## src/rtl/dma_group_queue.sv

```systemverilog
module dma_group_queue #(
  parameter int NUM_SLOTS = 20,
  parameter int DESC_W    = 32,
  parameter int CNT_W     = 16,
  localparam int SLOT_W   = $clog2(NUM_SLOTS + 1),
  localparam int PTR_W    = $clog2(NUM_SLOTS)
) (
  input  logic                clk,
  input  logic                rst_n,
  input  logic                op_we,
  input  logic [DESC_W-1:0]   op_desc,
  input  logic                op_grp,
  input  logic                op_dst,
  input  logic                op_launch,
  input  logic [1:0]          irq_clr,
  input  logic                perf_en,
  input  logic                rd_stall_in,
  input  logic                wr_stall_in,
  input  logic                eng_done,
  output logic [SLOT_W-1:0]   free_slots,
  output logic                eng_valid,
  output logic [DESC_W-1:0]   eng_desc,
  output logic                eng_grp,
  output logic                eng_dst,
  output logic [1:0]          irq,
  output logic [1:0]          grp_busy,
  output logic                err_launch,
  output logic                err_dst,
  output logic [2*CNT_W-1:0]  rd_stall_cnt,
  output logic [2*CNT_W-1:0]  wr_stall_cnt
);

  logic [DESC_W-1:0]           desc_q [NUM_SLOTS];
  logic [NUM_SLOTS-1:0]        grp_q, dst_q;
  logic [PTR_W-1:0]            wp, rp;
  logic [SLOT_W-1:0]           used;
  logic [1:0][SLOT_W-1:0]      pend;
  logic [1:0]                  active, gdst;
  logic [1:0][CNT_W-1:0]       rdc, wrc;

  function automatic logic [PTR_W-1:0] nxt(input logic [PTR_W-1:0] p);
    return (p == PTR_W'(NUM_SLOTS - 1)) ? '0 : p + 1'b1;
  endfunction

  wire head_grp = grp_q[rp];
  wire tgt_busy = active[op_grp];
  wire dst_bad  = (pend[op_grp] != '0) && (op_dst != gdst[op_grp]);
  wire full     = (used == SLOT_W'(NUM_SLOTS));
  wire push     = op_we && !tgt_busy && !full && !dst_bad;
  wire pop      = eng_valid && eng_done;

  assign eng_valid    = (used != '0) && active[head_grp];
  assign eng_desc     = desc_q[rp];
  assign eng_grp      = head_grp;
  assign eng_dst      = dst_q[rp];
  assign free_slots   = SLOT_W'(NUM_SLOTS) - used;
  assign grp_busy     = active;
  assign rd_stall_cnt = rdc;
  assign wr_stall_cnt = wrc;

  always_ff @(posedge clk) begin
    if (push) begin
      desc_q[wp] <= op_desc;
      grp_q[wp]  <= op_grp;
      dst_q[wp]  <= op_dst;
    end
  end

  always_ff @(posedge clk or negedge rst_n) begin
    if (!rst_n) begin
      wp         <= '0;
      rp         <= '0;
      used       <= '0;
      pend       <= '0;
      active     <= '0;
      gdst       <= '0;
      irq        <= '0;
      rdc        <= '0;
      wrc        <= '0;
      err_launch <= 1'b0;
      err_dst    <= 1'b0;
    end else begin
      if (push) wp <= nxt(wp);
      if (pop)  rp <= nxt(rp);
      used       <= used + SLOT_W'(push) - SLOT_W'(pop);
      err_launch <= err_launch | (op_we && op_launch && tgt_busy);
      err_dst    <= err_dst | (op_we && !tgt_busy && dst_bad);
      for (int g = 0; g < 2; g++) begin
        automatic logic gpush = push && (op_grp == 1'(g));
        automatic logic gpop  = pop && (head_grp == 1'(g));
        pend[g] <= pend[g] + SLOT_W'(gpush) - SLOT_W'(gpop);
        if (gpush) gdst[g] <= op_dst;
        if (gpop && pend[g] == SLOT_W'(1)) begin
          active[g] <= 1'b0;
          irq[g]    <= 1'b1;
        end else if (irq_clr[g]) begin
          irq[g]    <= 1'b0;
        end
        if (gpush && op_launch) begin
          active[g] <= 1'b1;
          rdc[g]    <= '0;
          wrc[g]    <= '0;
        end else if (perf_en && eng_valid && head_grp == 1'(g)) begin
          rdc[g] <= rdc[g] + CNT_W'(rd_stall_in);
          wrc[g] <= wrc[g] + CNT_W'(wr_stall_in);
        end
      end
    end
  end

endmodule

```

## config.mk

```make
export PLATFORM = sky130hd
export DESIGN_NAME = dma_group_queue
export DESIGN_NICKNAME = d
export VERILOG_FILES = /design/src/rtl/dma_group_queue.sv
export SDC_FILE = /design/constraint.sdc
export NUM_CORES = 1
export LEC_CHECK = 0
export BUFFER_PORTS_ARGS = -buffer_cell sky130_fd_sc_hd__buf_2
export CAP_MARGIN = 20
export CORE_ASPECT_RATIO = 0.6
export CORE_MARGIN = 1
export CORE_UTILIZATION = 35
export DETAILED_ROUTE_END_ITERATION = 12
export GPL_TIMING_DRIVEN = 1
export PLACE_DENSITY = 0.53
export SKIP_LAST_GASP = 1
export SYNTH_ARGS = -nofsm -noshare
export SYNTH_HDL_FRONTEND = slang
export SYNTH_SLANG_ARGS = --single-unit
```

## constraint.sdc

```tcl
create_clock -name clk -period 8.74 [get_ports clk]
set_input_delay 2.622 -clock clk [delete_from_list [all_inputs] [get_ports clk]]
set_output_delay 2.622 -clock clk [all_outputs]
set_load 0.005 [all_outputs]
```

Word level (Yosys, flattened, before mapping)

Memories as Yosys holds them, arrays and structs flattened.
Cells that the tools add are included.

Add/sub/neg operators: 13
Magnitude comparators: 5
Equal/unequal tests: 6
Muxes and demuxes: 36
Bitwise operators: 4
Reduce and logical (&&, ||, !) cells: 32

Operators with widths:

| kind                | count |
|---|---|
| $mux 16             | 8 |
| $add 16x1->16       | 4 |
| $bwmux 20           | 2 |
| $logic_and 1x1->1   | 21 |
| $mux 5              | 4 |
| $mux 1              | 19 |
| $add 5x1->5         | 3 |
| $eq 5x5->1 const B  | 3 |
| $sub 5x1->5         | 3 |
| $lt 5x6->1 const B  | 2 |
| $reduce_bool 2->1   | 6 |
| $add 5x1->5 const B | 2 |
| $bmux 1 s5          | 2 |
| $eq 5x1->1 const B  | 2 |
| $reduce_bool 5->1   | 2 |
| $demux 1 s5         | 1 |
| $ge 5x1->1 const B  | 1 |
| $sub 5x5->5 const A | 1 |
| $lt 1x2->1 const B  | 2 |
| $logic_not 1->1     | 3 |
| $not 1->1           | 2 |
| $or 1x1->1          | 2 |
| $ne 1x1->1          | 1 |

Bits in registers: 137
Memory bits (writable): 640
Output and inout bits: 110
Logic and storage cells: 116
Memories kept: 1

Memories:

| name   | depth | bits a word | read ports | clocked after Yosys merged registers in | wr ports | RTL line | text |
|---|---|---|---|---|---|---|---|
| desc_q | 20    | 32          | 1          | 0                                       | 1        | 33       | `logic [DESC_W-1:0] desc_q [NUM_SLOTS];` |

Logic depth before layout (Yosys ltp)

Gate-level depths: netlist of the first run.

Depth in word-level cells: 10
Depth in mapped cells: 18
Gate-level depth less buffers: 16

Worst setup path after synthesis of the first run

No wires, ideal clock.

Path kind: input to register
From: input op_grp
To: memory desc_q[13][0], enable pin
Library setup time: 425 ps
Arrival: 5539 ps
Required time: 8315 ps
Setup slack: 2776 ps
Stages on the path: 7
Cell sequence: clkbuf_1 -> mux2i_1 -> nand3_1 -> a21oi_1 -> clkbuf_1 -> nand2_1 -> nor2_1

Word-level cells in the longest chain between the ends: 8
Elaborated cells on any way between the ends: 16
Those cells by class: 1 x eq/ne; 8 x mux; 7 x reduce/logical

Ends and longest elaborated chain:

| item                                                              | RTL line | text |
|---|---|---|
| start: declaration                                                | 12       | `input logic op_grp,` |
| $mux 5 (implied by the code) (tied with other cells) (2 in a row) | 47       | `wire dst_bad = (pend[op_grp] != '0) && (op_dst != gdst[op_grp]);` |
| $reduce_bool 5->1 (tied with other cells)                         | 47       |  |
| $logic_and 1x1->1 (on tied branches)                              | 47, 49   |  |
| $logic_not 1->1 or $logic_and 1x1->1 (tied branches)              | 49       | `wire push = op_we && !tgt_busy && !full && !dst_bad;` |
| $logic_and 1x1->1 *                                               | 49       |  |
| $mux 1 *                                                          | 62       | `if (push) begin` |
| $mux 1 (implied by the code) *                                    | 63       | `desc_q[wp] <= op_desc;` |
| end: declaration                                                  | 33       |  |

Every way passes the cells marked *; elsewhere a longest branch is shown, timed or not. The select of a mux whose other input is x is not followed.

Worst setup path after layout of the first run

From: register rp[1]
To: output eng_dst

Word-level cells in the longest chain between the ends: 2

Ends and longest elaborated chain:

| item                         | RTL line | text |
|---|---|---|
| start: declaration           | 35       | `logic [PTR_W-1:0] wp, rp;` |
| start signal: assignment     | 84       | `if (pop) rp <= nxt(rp);` |
| $bmux 1 s5                   | 55       | `assign eng_dst = dst_q[rp];` |
| $mux 1 (implied by the code) | 55       |  |
| end: declaration             | 24       | `output logic eng_dst,` |

Every way passes these cells. The select of a mux whose other input is x is not followed.

==> results of run 1 <==
==> per-stage QoR <==
stage / total power [mW] / setup slack, ns / hold WS, ns
final: 10.6 / 1.91 / 0.469
after global routing: 11.1 / 1.67 / 0.504
after CTS: 10.7 / 1.81 / 0.472
after detailed placement: 7.49 / 2.52 / 0.458
after global placement: 7.45 / 2.56 / 0.455
after floorplan: 6.45 / 2.78 / 0.460
==> registers in the layout (all words and copies together) (netlist names) <==
| name | flops |
|---|---|
| wr_stall_cnt | 32 |
| pend | 10 |
| err_launch | 1 |
| rd_stall_cnt | 32 |
| grp_busy | 2 |
| wp | 5 |
| desc_q | 640 |
| rp | 5 |
| err_dst | 1 |
| dst_q | 20 |
| used | 5 |
| gdst | 2 |
| irq | 2 |
| grp_q | 20 |
==> cells in the mapped netlist (18+ instances only) <==
cell | number | share of area [%]
sky130_fd_sc_hd__o31ai_1 | 24 | 0.58
sky130_fd_sc_hd__ha_1 | 33 | 1.3
sky130_fd_sc_hd__xnor2_1 | 18 | 0.51
sky130_fd_sc_hd__inv_1 | 38 | 0.46
sky130_fd_sc_hd__or4_1 | 31 | 0.75
sky130_fd_sc_hd__edfxtp_1 | 680 | 65
sky130_fd_sc_hd__nor2_1 | 49 | 0.59
sky130_fd_sc_hd__nand2_1 | 154 | 1.9
sky130_fd_sc_hd__nand3_1 | 44 | 0.71
sky130_fd_sc_hd__mux4_2 | 200 | 14
sky130_fd_sc_hd__clkbuf_1 | 35 | 0.42
sky130_fd_sc_hd__a21oi_1 | 44 | 0.71
sky130_fd_sc_hd__dfrtp_1 | 97 | 7.8
sky130_fd_sc_hd__buf_1 | 31 | 0.37
==> logic make-up (layout without fill, tap and decap cells) <==
group                      count (synthesis)  after routing  share of synthesized area, %
DFF                                      777            777                          73.2
and+or+nand+nor                          345            345                          5.30
muxes                                    217            217                          15.0
buffers and inverters                    119            362                          1.54
AOI/OAI and AO/OA                        113            113                          2.47
adders and majority gates                 36             36                          1.52
xor gates and xnor gates                  35             35                         0.982
other                                      0              2                             0
==> final cells by class <==
type	count	area share (%)
Multi-Input combinational cell	746	22.3
Clock inverter	36	0.927
Clock buffer	96	5.72
Tap cell	1161	4.03
Sequential cell	777	63.5
Antenna cell	2	0.0139
Inverter	39	0.406
Timing Repair Buffer	191	3.15
==> final timing paths <==
check	startpoint	end	slack [ns]	cells past startpoint
min	err_launch	err_launch	0.47	1
min reg2reg	err_launch	err_launch	0.47	1
min in group asynchronous	rst_n	wr_stall_cnt[12]	1.97	1
max reg2reg	rp[0]	used[4]	3.87	14
max	rp[1]	eng_dst	1.91	6
max in group asynchronous	rst_n	rp[3]	5.45	2
==> power by group <==
part | internal, mW | leakage, nW | switching [mW]
Combinational | 1.38 | 3.72 | 1.51
Sequential | 4.20 | 7.38 | 0.254
Clock | 1.84 | 1.18 | 1.39
==> routing by layer <==
metal / wire, µm / part of all wire, % / vias up / track usage (%)
li1: - / - / 7000 / -
met3: 4330 / 5.6 / 83 / 3.10
met4: 1210 / 1.6 / 0 / 4.13
met2: 34800 / 45 / 491 / 25.3
met5: 0 / 0 / - / 0
met1: 37600 / 48 / 8747 / 26.6
==> critical path, delay by kind of cell (launching register included) <==
kind | cells | cell delay (ns)
AOI/OAI and AO/OA | 1 | 0.19
buffers and inverters | 3 | 1.51
DFF | 1 | 0.82
muxes | 2 | 0.93
==> flow_results.xml, run 1 <==
<?xml version="1.0" encoding="UTF-8"?>
<metrics>
  <group name="layout">
    <metric name="multi_input_area" unit="µm²">8030</metric>
    <metric name="area.growth.synth_to_final" unit="%">15.4</metric>
    <metric name="fin_util" unit="%">40.9</metric>
    <metric name="mostFrequentLayoutCell" unit="">sky130_fd_sc_hd__edfxtp_1</metric>
    <metric name="final_cell_area" unit="µm²">36000</metric>
    <metric name="final-seq-area" unit="µm²">22900</metric>
    <metric name="drive_above_1_share" unit="%">28.7</metric>
    <metric name="layout.filler_cells" unit="">7793</metric>
    <metric name="most-common-layout-cells" unit="">sky130_fd_sc_hd__edfxtp_1 (680), sky130_fd_sc_hd__mux4_2 (200), sky130_fd_sc_hd__nand2_1 (154)</metric>
    <metric name="nets" unit="">1911</metric>
    <metric name="finish.cell_count_without_fillers" unit="">3048</metric>
  </group>
  <group name="synthesis">
    <metric name="yosys_warning_count" unit="">0</metric>
    <metric name="seq_area_frac_synth" unit="%">73.2</metric>
    <metric name="synth_edf_count" unit="">680</metric>
    <metric name="synth_area" unit="µm²">31200</metric>
    <metric name="synth-seq-cells" unit="">777</metric>
    <metric name="synth_flop_cell" unit="">sky130_fd_sc_hd__edfxtp_1</metric>
    <metric name="proportion_of_register_bits_with_asynchronous_set_or_reset_after_synthesis" unit="%">12.5</metric>
    <metric name="post_synth_inst_count" unit="">1642</metric>
    <metric name="distinct_cell_type_count_of_the_synthesized_netlist" unit="">57</metric>
    <metric name="synth_fp_nets" unit="">1722</metric>
    <metric name="syn_avg_cell_area" unit="µm²">19.0</metric>
  </group>
  <group name="floorplanning">
    <metric name="floorplan.io_pins" unit="">154</metric>
    <metric name="floorplan.core_area" unit="µm²">88000</metric>
    <metric name="die_h" unit="µm">233</metric>
    <metric name="fp.dieW" unit="µm">388</metric>
    <metric name="die-area" unit="µm²">90400</metric>
    <metric name="floorplan.initialDensity" unit="%">35.5</metric>
    <metric name="num_rows" unit="">84</metric>
  </group>
  <group name="critical_path">
    <metric name="worst-path-max-fanout" unit="">48</metric>
    <metric name="crit_chain" unit="">buf_4 -&gt; buf_4 -&gt; mux4_2 -&gt; mux4_2 -&gt; a22o_1 -&gt; buf_2</metric>
    <metric name="slowest_stage" unit="">sky130_fd_sc_hd__dfrtp_4</metric>
    <metric name="crit_path_start_kind" unit="">flop</metric>
    <metric name="critical_path_required" unit="ns">6.12</metric>
    <metric name="critical_path_arrival" unit="ns">4.21</metric>
    <metric name="worst-setup-path-type" unit="">reg2out</metric>
    <metric name="setup.worst_path.end_class" unit="">primary output</metric>
    <metric name="cpPeakStageDelay" unit="ns">0.82</metric>
  </group>
  <group name="cts">
    <metric name="clk_root_buffer_cell" unit="">sky130_fd_sc_hd__clkbuf_16</metric>
    <metric name="cts-resized-gates" unit="">0</metric>
    <metric name="cts_setup_buffers" unit="">0</metric>
    <metric name="cts_buffers" unit="">76</metric>
    <metric name="clkLatencyLatePin" unit="ns">0.64</metric>
    <metric name="cts_sinks" unit="">777</metric>
    <metric name="cts_hold_buf" unit="">0</metric>
    <metric name="path_clk_slew" unit="ns">0.06</metric>
    <metric name="clock_tree.htree_level_count" unit="">3</metric>
    <metric name="tritoncts" unit="">yes</metric>
    <metric name="cts.path.max_buffers" unit="">3</metric>
  </group>
  <group name="global_routing">
    <metric name="grt_max_degree" unit="">60</metric>
    <metric name="grt_pass1_vias" unit="">16100</metric>
    <metric name="globalRouteOverflowTotal" unit="">0</metric>
    <metric name="groute.usage.overall" unit="%">17.3</metric>
    <metric name="antenna_found_initial" unit="">6</metric>
    <metric name="grt_pass1_wl" unit="µm">113000</metric>
  </group>
  <group name="sta">
    <metric name="max-slew-margin-rel" unit="%">26.0</metric>
    <metric name="max_slew_violation_count" unit="">0</metric>
    <metric name="fin_crit_sh" unit="%">78.1</metric>
    <metric name="final.setup_skew" unit="ns">0.0256</metric>
    <metric name="transition_time_at_the_pin_with_the_least_slew_margin" unit="ns">1.11</metric>
    <metric name="hold_viol_final" unit="">0</metric>
    <metric name="setup_violations" unit="">0</metric>
    <metric name="timing.final.crit_period" unit="ns">6.83</metric>
    <metric name="rsz0062_at_grt" unit="">no</metric>
    <metric name="setup-tns-final" unit="ns">0</metric>
    <metric name="clock.fmax" unit="GHz">0.146</metric>
  </group>
  <group name="placed_design">
    <metric name="placement.cell_area" unit="µm²">33500</metric>
    <metric name="place.gp.congestion" unit="">0.773</metric>
    <metric name="place.port_buffers" unit="">153</metric>
    <metric name="post-place-cells" unit="">2910</metric>
    <metric name="dp_hpwl" unit="µm">45000</metric>
  </group>
  <group name="run_status">
    <metric name="status" unit="">finished, final reports clean</metric>
  </group>
  <group name="routing">
    <metric name="drt_pass1_iterations" unit="">5</metric>
    <metric name="wire_per_inst" unit="µm">25.6</metric>
    <metric name="antenna_violating_nets_post_route" unit="">0</metric>
    <metric name="post-route-drc-count" unit="">0</metric>
    <metric name="routed-via-count" unit="">16300</metric>
    <metric name="initialDrtViolationCount" unit="">1471</metric>
    <metric name="detail_route.wirelength" unit="µm">77900</metric>
    <metric name="detail_route.vias_per_cell" unit="">5.35</metric>
  </group>
  <group name="min_path">
    <metric name="hold_path_class" unit="">reg2reg</metric>
  </group>
  <group name="power">
    <metric name="leakage" unit="nW">12.3</metric>
    <metric name="power_density" unit="nW/µm²">293</metric>
    <metric name="ir_worst_vdd" unit="mV">0.142</metric>
  </group>
  <group name="run">
    <metric name="drv.max_cap_violation_count" unit="">0</metric>
  </group>
</metrics>
No activity file was read; power rests on OpenSTA's default activity.
==> inputs of run 2 (changes only) <==
--- a/config.mk
+++ b/config.mk
@@ -5,6 +5,7 @@
 export SDC_FILE = /design/constraint.sdc
 export NUM_CORES = 1
 export LEC_CHECK = 0
+export ABC_AREA = 1
 export BUFFER_PORTS_ARGS = -buffer_cell sky130_fd_sc_hd__buf_2
 export CAP_MARGIN = 20
 export CORE_ASPECT_RATIO = 0.6
@@ -12,7 +13,7 @@
 export CORE_UTILIZATION = 35
 export DETAILED_ROUTE_END_ITERATION = 12
 export GPL_TIMING_DRIVEN = 1
-export PLACE_DENSITY = 0.53
+export PLACE_DENSITY = 0.55
 export SKIP_LAST_GASP = 1
 export SYNTH_ARGS = -nofsm -noshare
 export SYNTH_HDL_FRONTEND = slang
==> constraint.sdc (replaced) <==
create_clock -name clk -period 5.7 [get_ports clk]
set_input_delay 1.71 -clock clk [delete_from_list [all_inputs] [get_ports clk]]
set_output_delay 1.71 -clock clk [all_outputs]
set_load 0.005 [all_outputs]
==> flow_results.xml, run 2 <==
<?xml version="1.0" encoding="UTF-8"?>
<metrics>
  <group name="run_status">
    <metric name="status" unit="">finished, final reports clean</metric>
  </group>
  <group name="cts">
    <metric name="cts.path.max_buffers" unit="">3</metric>
    <metric name="tritoncts" unit="">yes</metric>
    <metric name="cts_setup_buffers" unit="">0</metric>
    <metric name="cts-resized-gates" unit="">0</metric>
    <metric name="cts_sinks" unit="">777</metric>
    <metric name="clk_root_buffer_cell" unit="">sky130_fd_sc_hd__clkbuf_16</metric>
    <metric name="cts_hold_buf" unit="">0</metric>
    <metric name="clkLatencyLatePin" unit="ns">0.66</metric>
    <metric name="cts_buffers" unit="">77</metric>
    <metric name="clock_tree.htree_level_count" unit="">3</metric>
    <metric name="path_clk_slew" unit="ns">0.06</metric>
  </group>
  <group name="run">
    <metric name="drv.max_cap_violation_count" unit="">0</metric>
  </group>
  <group name="sta">
    <metric name="whs" unit="ns">0.476</metric>
    <metric name="max_slew_violation_count" unit="">0</metric>
    <metric name="hold_viol_final" unit="">0</metric>
    <metric name="setup_violations" unit="">0</metric>
    <metric name="rsz0062_at_grt" unit="">no</metric>
    <metric name="timing.final.crit_period" unit="ns">4.88</metric>
    <metric name="setup-tns-final" unit="ns">0</metric>
    <metric name="transition_time_at_the_pin_with_the_least_slew_margin" unit="ns">1.01</metric>
    <metric name="fin_crit_sh" unit="%">85.7</metric>
    <metric name="max-slew-margin-rel" unit="%">32.6</metric>
    <metric name="clock.fmax" unit="GHz">0.205</metric>
    <metric name="final.setup_skew" unit="ns">0.0235</metric>
  </group>
  <group name="power">
    <metric name="comb_power_share" unit="%">33.0</metric>
    <metric name="fin_total_pwr" unit="mW">17.5</metric>
    <metric name="leakage" unit="nW">13.1</metric>
    <metric name="power.internal" unit="mW">11.0</metric>
    <metric name="proportion_of_power_drawn_by_flip_flops_and_latches" unit="%">38.1</metric>
    <metric name="power_density" unit="nW/µm²">470</metric>
    <metric name="switching_share" unit="%">37.0</metric>
    <metric name="p_switching" unit="mW">6.45</metric>
    <metric name="clock_power_share" unit="%">28.9</metric>
    <metric name="ir_worst_vdd" unit="mV">0.434</metric>
  </group>
  <group name="synthesis">
    <metric name="synth_area" unit="µm²">32200</metric>
    <metric name="synth_edf_count" unit="">680</metric>
    <metric name="yosys_warning_count" unit="">0</metric>
    <metric name="synth_most_common_cell" unit="">sky130_fd_sc_hd__edfxtp_1</metric>
    <metric name="netlist_top_cells_count" unit="">sky130_fd_sc_hd__edfxtp_1 (680), sky130_fd_sc_hd__nor2_1 (423), sky130_fd_sc_hd__o21ai_0 (342), sky130_fd_sc_hd__nand2_1 (218), sky130_fd_sc_hd__o22ai_1 (166)</metric>
    <metric name="seq_area_frac_synth" unit="%">71.0</metric>
    <metric name="synth-seq-cells" unit="">777</metric>
    <metric name="distinct_cell_type_count_of_the_synthesized_netlist" unit="">35</metric>
    <metric name="post_synth_inst_count" unit="">2636</metric>
    <metric name="syn_avg_cell_area" unit="µm²">12.2</metric>
    <metric name="synth_top_area_share" unit="%">63.4</metric>
    <metric name="synth_flop_cell" unit="">sky130_fd_sc_hd__edfxtp_1</metric>
    <metric name="synthTopCellsByArea" unit="">sky130_fd_sc_hd__edfxtp_1 (63%), sky130_fd_sc_hd__dfrtp_1 (7.5%), sky130_fd_sc_hd__o21ai_0 (5.3%)</metric>
    <metric name="cell_taking_the_most_area_after_synthesis" unit="">sky130_fd_sc_hd__edfxtp_1</metric>
    <metric name="synth_fp_nets" unit="">2716</metric>
    <metric name="proportion_of_register_bits_with_asynchronous_set_or_reset_after_synthesis" unit="%">12.5</metric>
  </group>
  <group name="global_routing">
    <metric name="antenna_found_initial" unit="">4</metric>
    <metric name="globalRouteOverflowTotal" unit="">0</metric>
    <metric name="grt_max_degree" unit="">193</metric>
    <metric name="groute.usage.overall" unit="%">18.3</metric>
    <metric name="grt_pass1_wl" unit="µm">131000</metric>
    <metric name="grt_pass1_vias" unit="">20600</metric>
  </group>
  <group name="floorplanning">
    <metric name="die_h" unit="µm">237</metric>
    <metric name="fp.dieW" unit="µm">394</metric>
    <metric name="die-area" unit="µm²">93300</metric>
    <metric name="floorplan.core_area" unit="µm²">90400</metric>
    <metric name="floorplan.io_pins" unit="">154</metric>
    <metric name="floorplan.initialDensity" unit="%">35.6</metric>
    <metric name="num_rows" unit="">85</metric>
  </group>
  <group name="layout">
    <metric name="max_flop_register" unit="">desc_q</metric>
    <metric name="area.growth.synth_to_final" unit="%">15.3</metric>
    <metric name="most-common-layout-cells" unit="">sky130_fd_sc_hd__edfxtp_1 (680), sky130_fd_sc_hd__nor2_1 (403), sky130_fd_sc_hd__o21ai_0 (342)</metric>
    <metric name="finish.cell_count_without_fillers" unit="">4048</metric>
    <metric name="drive_above_1_share" unit="%">13.0</metric>
    <metric name="mostFrequentLayoutCell" unit="">sky130_fd_sc_hd__edfxtp_1</metric>
    <metric name="largest_reg_flops" unit="">640</metric>
    <metric name="nets" unit="">2846</metric>
  </group>
  <group name="min_path">
    <metric name="min_to" unit="">err_dst</metric>
    <metric name="hold_path_class" unit="">reg2reg</metric>
    <metric name="hold_start" unit="">err_dst</metric>
    <metric name="instance_count_along_the_most_critical_hold_path" unit="">1</metric>
  </group>
  <group name="placed_design">
    <metric name="place.port_buffers" unit="">153</metric>
    <metric name="post-place-cells" unit="">3900</metric>
    <metric name="dp_hpwl" unit="µm">50100</metric>
    <metric name="place.gp.congestion" unit="">0.878</metric>
  </group>
  <group name="critical_path">
    <metric name="ff2ff_setup_slack" unit="ns">1.42</metric>
    <metric name="worst-path-max-fanout" unit="">88</metric>
    <metric name="critical_path_arrival" unit="ns">3.17</metric>
    <metric name="critical_path.reg2reg.startpoint" unit="">rp[0]</metric>
    <metric name="critical_path_required" unit="ns">3.99</metric>
    <metric name="setup.worst_path.end_class" unit="">primary output</metric>
    <metric name="timing.reg2reg.worst_path_depth" unit="">22</metric>
    <metric name="worst_r2r_endpoint" unit="">pend[9]</metric>
    <metric name="crit_path_start_kind" unit="">flop</metric>
    <metric name="worst-setup-path-type" unit="">reg2out</metric>
  </group>
  <group name="routing">
    <metric name="wire_per_inst" unit="µm">21.4</metric>
    <metric name="antenna_violating_nets_post_route" unit="">0</metric>
    <metric name="detail_route.wirelength" unit="µm">86800</metric>
    <metric name="drt_pass1_iterations" unit="">7</metric>
    <metric name="routed-via-count" unit="">21700</metric>
    <metric name="initialDrtViolationCount" unit="">2057</metric>
    <metric name="post-route-drc-count" unit="">0</metric>
    <metric name="detail_route.vias_per_cell" unit="">5.35</metric>
  </group>
</metrics>
## run 2: cell count changes after synthesis, moves of 32 or more
cell	change
sky130_fd_sc_hd__o22ai_1	+164
sky130_fd_sc_hd__clkbuf_1	+74
sky130_fd_sc_hd__nand4_1	+55
sky130_fd_sc_hd__mux4_2	-200
sky130_fd_sc_hd__o21ai_0	+331
sky130_fd_sc_hd__nor2_1	+374
sky130_fd_sc_hd__nand3_1	+74
sky130_fd_sc_hd__buf_2	+32
sky130_fd_sc_hd__xor2_1	+39
sky130_fd_sc_hd__inv_1	+56
sky130_fd_sc_hd__nand2_1	+64
## run 2: through the flow
stage | area, µm² | util [%] | setup slack (ns)
after global routing | 37100 | 41.1 | 0.541
final | 37100 | 41.1 | 0.818
after floorplan | 32200 | - | 0.654
after CTS | 37000 | 40.9 | 0.667
after global placement | 34500 | 38.2 | 0.854
after detailed placement | 34500 | 38.2 | 0.876
## run 2: routing by layer
metal	vias up	global-route usage [%]	wire (µm)
met5	-	0	13
met4	2	4.40	1500
met3	103	2.99	5510
met2	730	27.2	38300
met1	10900	27.7	41500
li1	9908	-	-
## run 2: kinds of logic (layout without fill, tap and decap cells)
kind of cell    after synthesis  after routing  share of synthesized area [%]
fa+ha+maj                    36             36                           1.47
buf+inv                     267            460                           3.51
xor+xnor                     74             74                           2.01
flops                       777            777                           71.0
simple gates                862            862                           11.3
other cells                   0              1                              0
compound gates              620            620                           10.8
## run 2: layout make-up
type                       instances  area (µm²)
clock buffer                      87        1960
clock inverter                    55         523
timing repair buffer             217        1500
inverter                         101         389
multi-input combinational       1592        8390
antenna                            1        2.50
fill                            8381       53300
tap                             1218        1520
sequential                       777       22900
## run 2: power by group through the flow
stage               combinational [mW]  clock (mW)  sequential (mW)
floorplan                         3.66           0             6.70
global placement                  5.62           0             6.76
detailed placement                5.71           0             6.77
CTS                               5.74        5.17             6.65
global route                      6.35        5.38             6.67
finish                            5.76        5.04             6.65
## run 2: worst max-delay path, cell delays in order, from the launching register on
cell                      delay (ns)
sky130_fd_sc_hd__dfrtp_4        0.53
sky130_fd_sc_hd__inv_8          0.38
sky130_fd_sc_hd__buf_12         0.35
sky130_fd_sc_hd__nor2_1         0.07
sky130_fd_sc_hd__o22ai_1        0.27
sky130_fd_sc_hd__nand2_1        0.17
sky130_fd_sc_hd__nand2_1        0.12
sky130_fd_sc_hd__buf_4          0.40
sky130_fd_sc_hd__buf_2          0.20
## run 2: how the worst max path moves through the flow
stage / depth (start not counted) / from / to
floorplan: 7 / op_grp / desc_q[7][0]
global placement: 16 / op_grp / pend[4]
CTS: 8 / rp[0] / eng_grp
detailed placement: 16 / op_grp / pend[9]
finish: 8 / rp[0] / eng_grp
global route: 10 / rp[0] / eng_grp
==> inputs of run 3 (changes only) <==
--- a/config.mk
+++ b/config.mk
@@ -10,10 +10,10 @@
 export CAP_MARGIN = 20
 export CORE_ASPECT_RATIO = 0.6
 export CORE_MARGIN = 1
-export CORE_UTILIZATION = 35
+export CORE_UTILIZATION = 55
 export DETAILED_ROUTE_END_ITERATION = 12
 export GPL_TIMING_DRIVEN = 1
-export PLACE_DENSITY = 0.55
+export PLACE_DENSITY = 0.78
 export SKIP_LAST_GASP = 1
 export SYNTH_ARGS = -nofsm -noshare
 export SYNTH_HDL_FRONTEND = slang
==> flow_results.xml, run 3 (same netlist as run 2, synthesis figures left out) <==
<?xml version="1.0" encoding="UTF-8"?>
<metrics>
  <group name="floorplanning">
    <metric name="fp.dieW" unit="µm">314</metric>
    <metric name="die_h" unit="µm">189</metric>
    <metric name="floorplan.core_area" unit="µm²">57700</metric>
    <metric name="num_rows" unit="">68</metric>
    <metric name="die-area" unit="µm²">59500</metric>
    <metric name="floorplan.initialDensity" unit="%">55.8</metric>
    <metric name="floorplan.io_pins" unit="">154</metric>
  </group>
  <group name="global_routing">
    <metric name="groute.usage.overall" unit="%">27.4</metric>
    <metric name="grt_pass1_wl" unit="µm">125000</metric>
    <metric name="globalRouteOverflowTotal" unit="">0</metric>
    <metric name="grt_pass1_vias" unit="">20900</metric>
    <metric name="grt_max_degree" unit="">135</metric>
    <metric name="antenna_found_initial" unit="">1</metric>
  </group>
  <group name="layout">
    <metric name="drive_above_1_share" unit="%">12.5</metric>
    <metric name="nets" unit="">2830</metric>
    <metric name="count_of_antenna_diodes_in_the_layout" unit="">0</metric>
    <metric name="max_flop_register" unit="">desc_q</metric>
    <metric name="mostFrequentLayoutCell" unit="">sky130_fd_sc_hd__edfxtp_1</metric>
    <metric name="largest_reg_flops" unit="">640</metric>
    <metric name="most-common-layout-cells" unit="">sky130_fd_sc_hd__edfxtp_1 (680), sky130_fd_sc_hd__nor2_1 (403), sky130_fd_sc_hd__o21ai_0 (342)</metric>
    <metric name="area.growth.synth_to_final" unit="%">13.0</metric>
  </group>
  <group name="critical_path">
    <metric name="setup.worst_path.end_class" unit="">primary output</metric>
    <metric name="slowest_stage" unit="">sky130_fd_sc_hd__dfrtp_4</metric>
    <metric name="critical_path.startpoint" unit="">rp[0]</metric>
    <metric name="worst-path-max-fanout" unit="">57</metric>
    <metric name="ff2ff_setup_slack" unit="ns">1.25</metric>
    <metric name="worst-setup-path-type" unit="">reg2out</metric>
    <metric name="critical-path-top-cell-by-count" unit="">sky130_fd_sc_hd__buf_4</metric>
    <metric name="critical_path.reg2reg.startpoint" unit="">rp[0]</metric>
    <metric name="timing.reg2reg.worst_path_depth" unit="">17</metric>
    <metric name="crit_path_start_kind" unit="">flop</metric>
    <metric name="cpPeakStageDelay" unit="ns">0.84</metric>
    <metric name="crit_chain" unit="">buf_4 -&gt; buf_4 -&gt; o21ai_0 -&gt; o22ai_1 -&gt; a22o_1 -&gt; a21oi_1 -&gt; a31oi_1 -&gt; buf_2</metric>
    <metric name="critical_path_required" unit="ns">3.99</metric>
    <metric name="critical_path_arrival" unit="ns">3.63</metric>
  </group>
  <group name="sta">
    <metric name="setup_violations" unit="">0</metric>
    <metric name="timing.final.crit_period" unit="ns">5.34</metric>
    <metric name="fin_crit_sh" unit="%">93.7</metric>
    <metric name="setup-tns-final" unit="ns">0</metric>
    <metric name="clock.fmax" unit="GHz">0.187</metric>
    <metric name="max_slew_violation_count" unit="">0</metric>
    <metric name="final.setup_skew" unit="ns">0.0238</metric>
    <metric name="rsz0062_at_grt" unit="">no</metric>
    <metric name="max-slew-margin-rel" unit="%">27.2</metric>
    <metric name="hold_viol_final" unit="">0</metric>
    <metric name="transition_time_at_the_pin_with_the_least_slew_margin" unit="ns">1.09</metric>
  </group>
  <group name="power">
    <metric name="power_density" unit="nW/µm²">471</metric>
    <metric name="ir_worst_vdd" unit="mV">0.467</metric>
    <metric name="fin_total_pwr" unit="mW">17.1</metric>
    <metric name="leakage" unit="nW">12.9</metric>
  </group>
  <group name="cts">
    <metric name="cts-resized-gates" unit="">0</metric>
    <metric name="cts_sinks" unit="">777</metric>
    <metric name="clk_root_buffer_cell" unit="">sky130_fd_sc_hd__clkbuf_16</metric>
    <metric name="path_clk_slew" unit="ns">0.06</metric>
    <metric name="cts_buffers" unit="">70</metric>
    <metric name="clkLatencyLatePin" unit="ns">0.63</metric>
    <metric name="tritoncts" unit="">yes</metric>
    <metric name="cts_hold_buf" unit="">0</metric>
    <metric name="cts_setup_buffers" unit="">0</metric>
    <metric name="cts.path.max_buffers" unit="">3</metric>
    <metric name="clock_tree.htree_level_count" unit="">3</metric>
  </group>
  <group name="routing">
    <metric name="post-route-drc-count" unit="">0</metric>
    <metric name="wire_per_inst" unit="µm">22.9</metric>
    <metric name="routed-via-count" unit="">22100</metric>
    <metric name="detail_route.wirelength" unit="µm">81800</metric>
    <metric name="initialDrtViolationCount" unit="">3131</metric>
    <metric name="drt_pass1_iterations" unit="">5</metric>
    <metric name="detail_route.vias_per_cell" unit="">6.19</metric>
    <metric name="antenna_violating_nets_post_route" unit="">0</metric>
  </group>
  <group name="min_path">
    <metric name="hold_start" unit="">err_launch</metric>
    <metric name="instance_count_along_the_most_critical_hold_path" unit="">1</metric>
    <metric name="hold_path_class" unit="">reg2reg</metric>
  </group>
  <group name="run">
    <metric name="drv.max_cap_violation_count" unit="">0</metric>
  </group>
  <group name="placed_design">
    <metric name="place.gp.congestion" unit="">0.924</metric>
    <metric name="dp_hpwl" unit="µm">47200</metric>
    <metric name="place.port_buffers" unit="">153</metric>
  </group>
  <group name="run_status">
    <metric name="status" unit="">finished, final reports clean</metric>
  </group>
</metrics>
==> run 3: critical path: cells and delay by family, from the launching register on <==
family / cells / cell delay [ns]
buf+inv: 3 / 1.21
compound gates: 5 / 0.88
flops: 1 / 0.84
==> run 3: final timing paths <==
check,to
worst max-delay path,eng_desc[11]
worst min-delay path,err_launch
worst max register to register,pend[9]
worst min register to register,err_launch
max in group asynchronous,rp[1]
min in group asynchronous,wr_stall_cnt[23]
==> run 3: metal layers <==
layer	global-route usage [%]	wire length [µm]	vias up
met3	4.48	8510	156
met4	8.35	2070	2
met5	0	11	-
li1	-	-	9857
met2	39.7	36000	1240
met1	42.5	35300	10900
==> run 3: power breakdown <==
group	switching [mW]	total [mW]	internal, mW
clock	2.10	4.82	2.73
sequential	0.298	6.75	6.46
combinational	3.76	5.55	1.79
==> run 3: cell type report <==
cell class	count	area, µm²
well taps	770	963
clock inverters	44	445
inverters	101	389
multi-input cells	1592	8390
flip-flops and latches	777	22900
repair buffers	208	1470
clock buffers	86	1880
fillers	4219	21300
==> run 3: through the flow <==
stage	cells	util, %	hold WS [ns]	instance area [µm²]	worst slack [ns]
3_5_place_dp	3443	58.9	0.448	33900	1.00
4_1_cts	3573	62.9	0.463	36300	0.410
3_3_place_gp	3443	58.9	0.452	33900	1.05
6_report	3578	63.1	0.465	36400	0.357
2_1_floorplan	2636	-	0.453	32200	0.654
5_1_grt	3578	63.1	0.497	36400	0.208
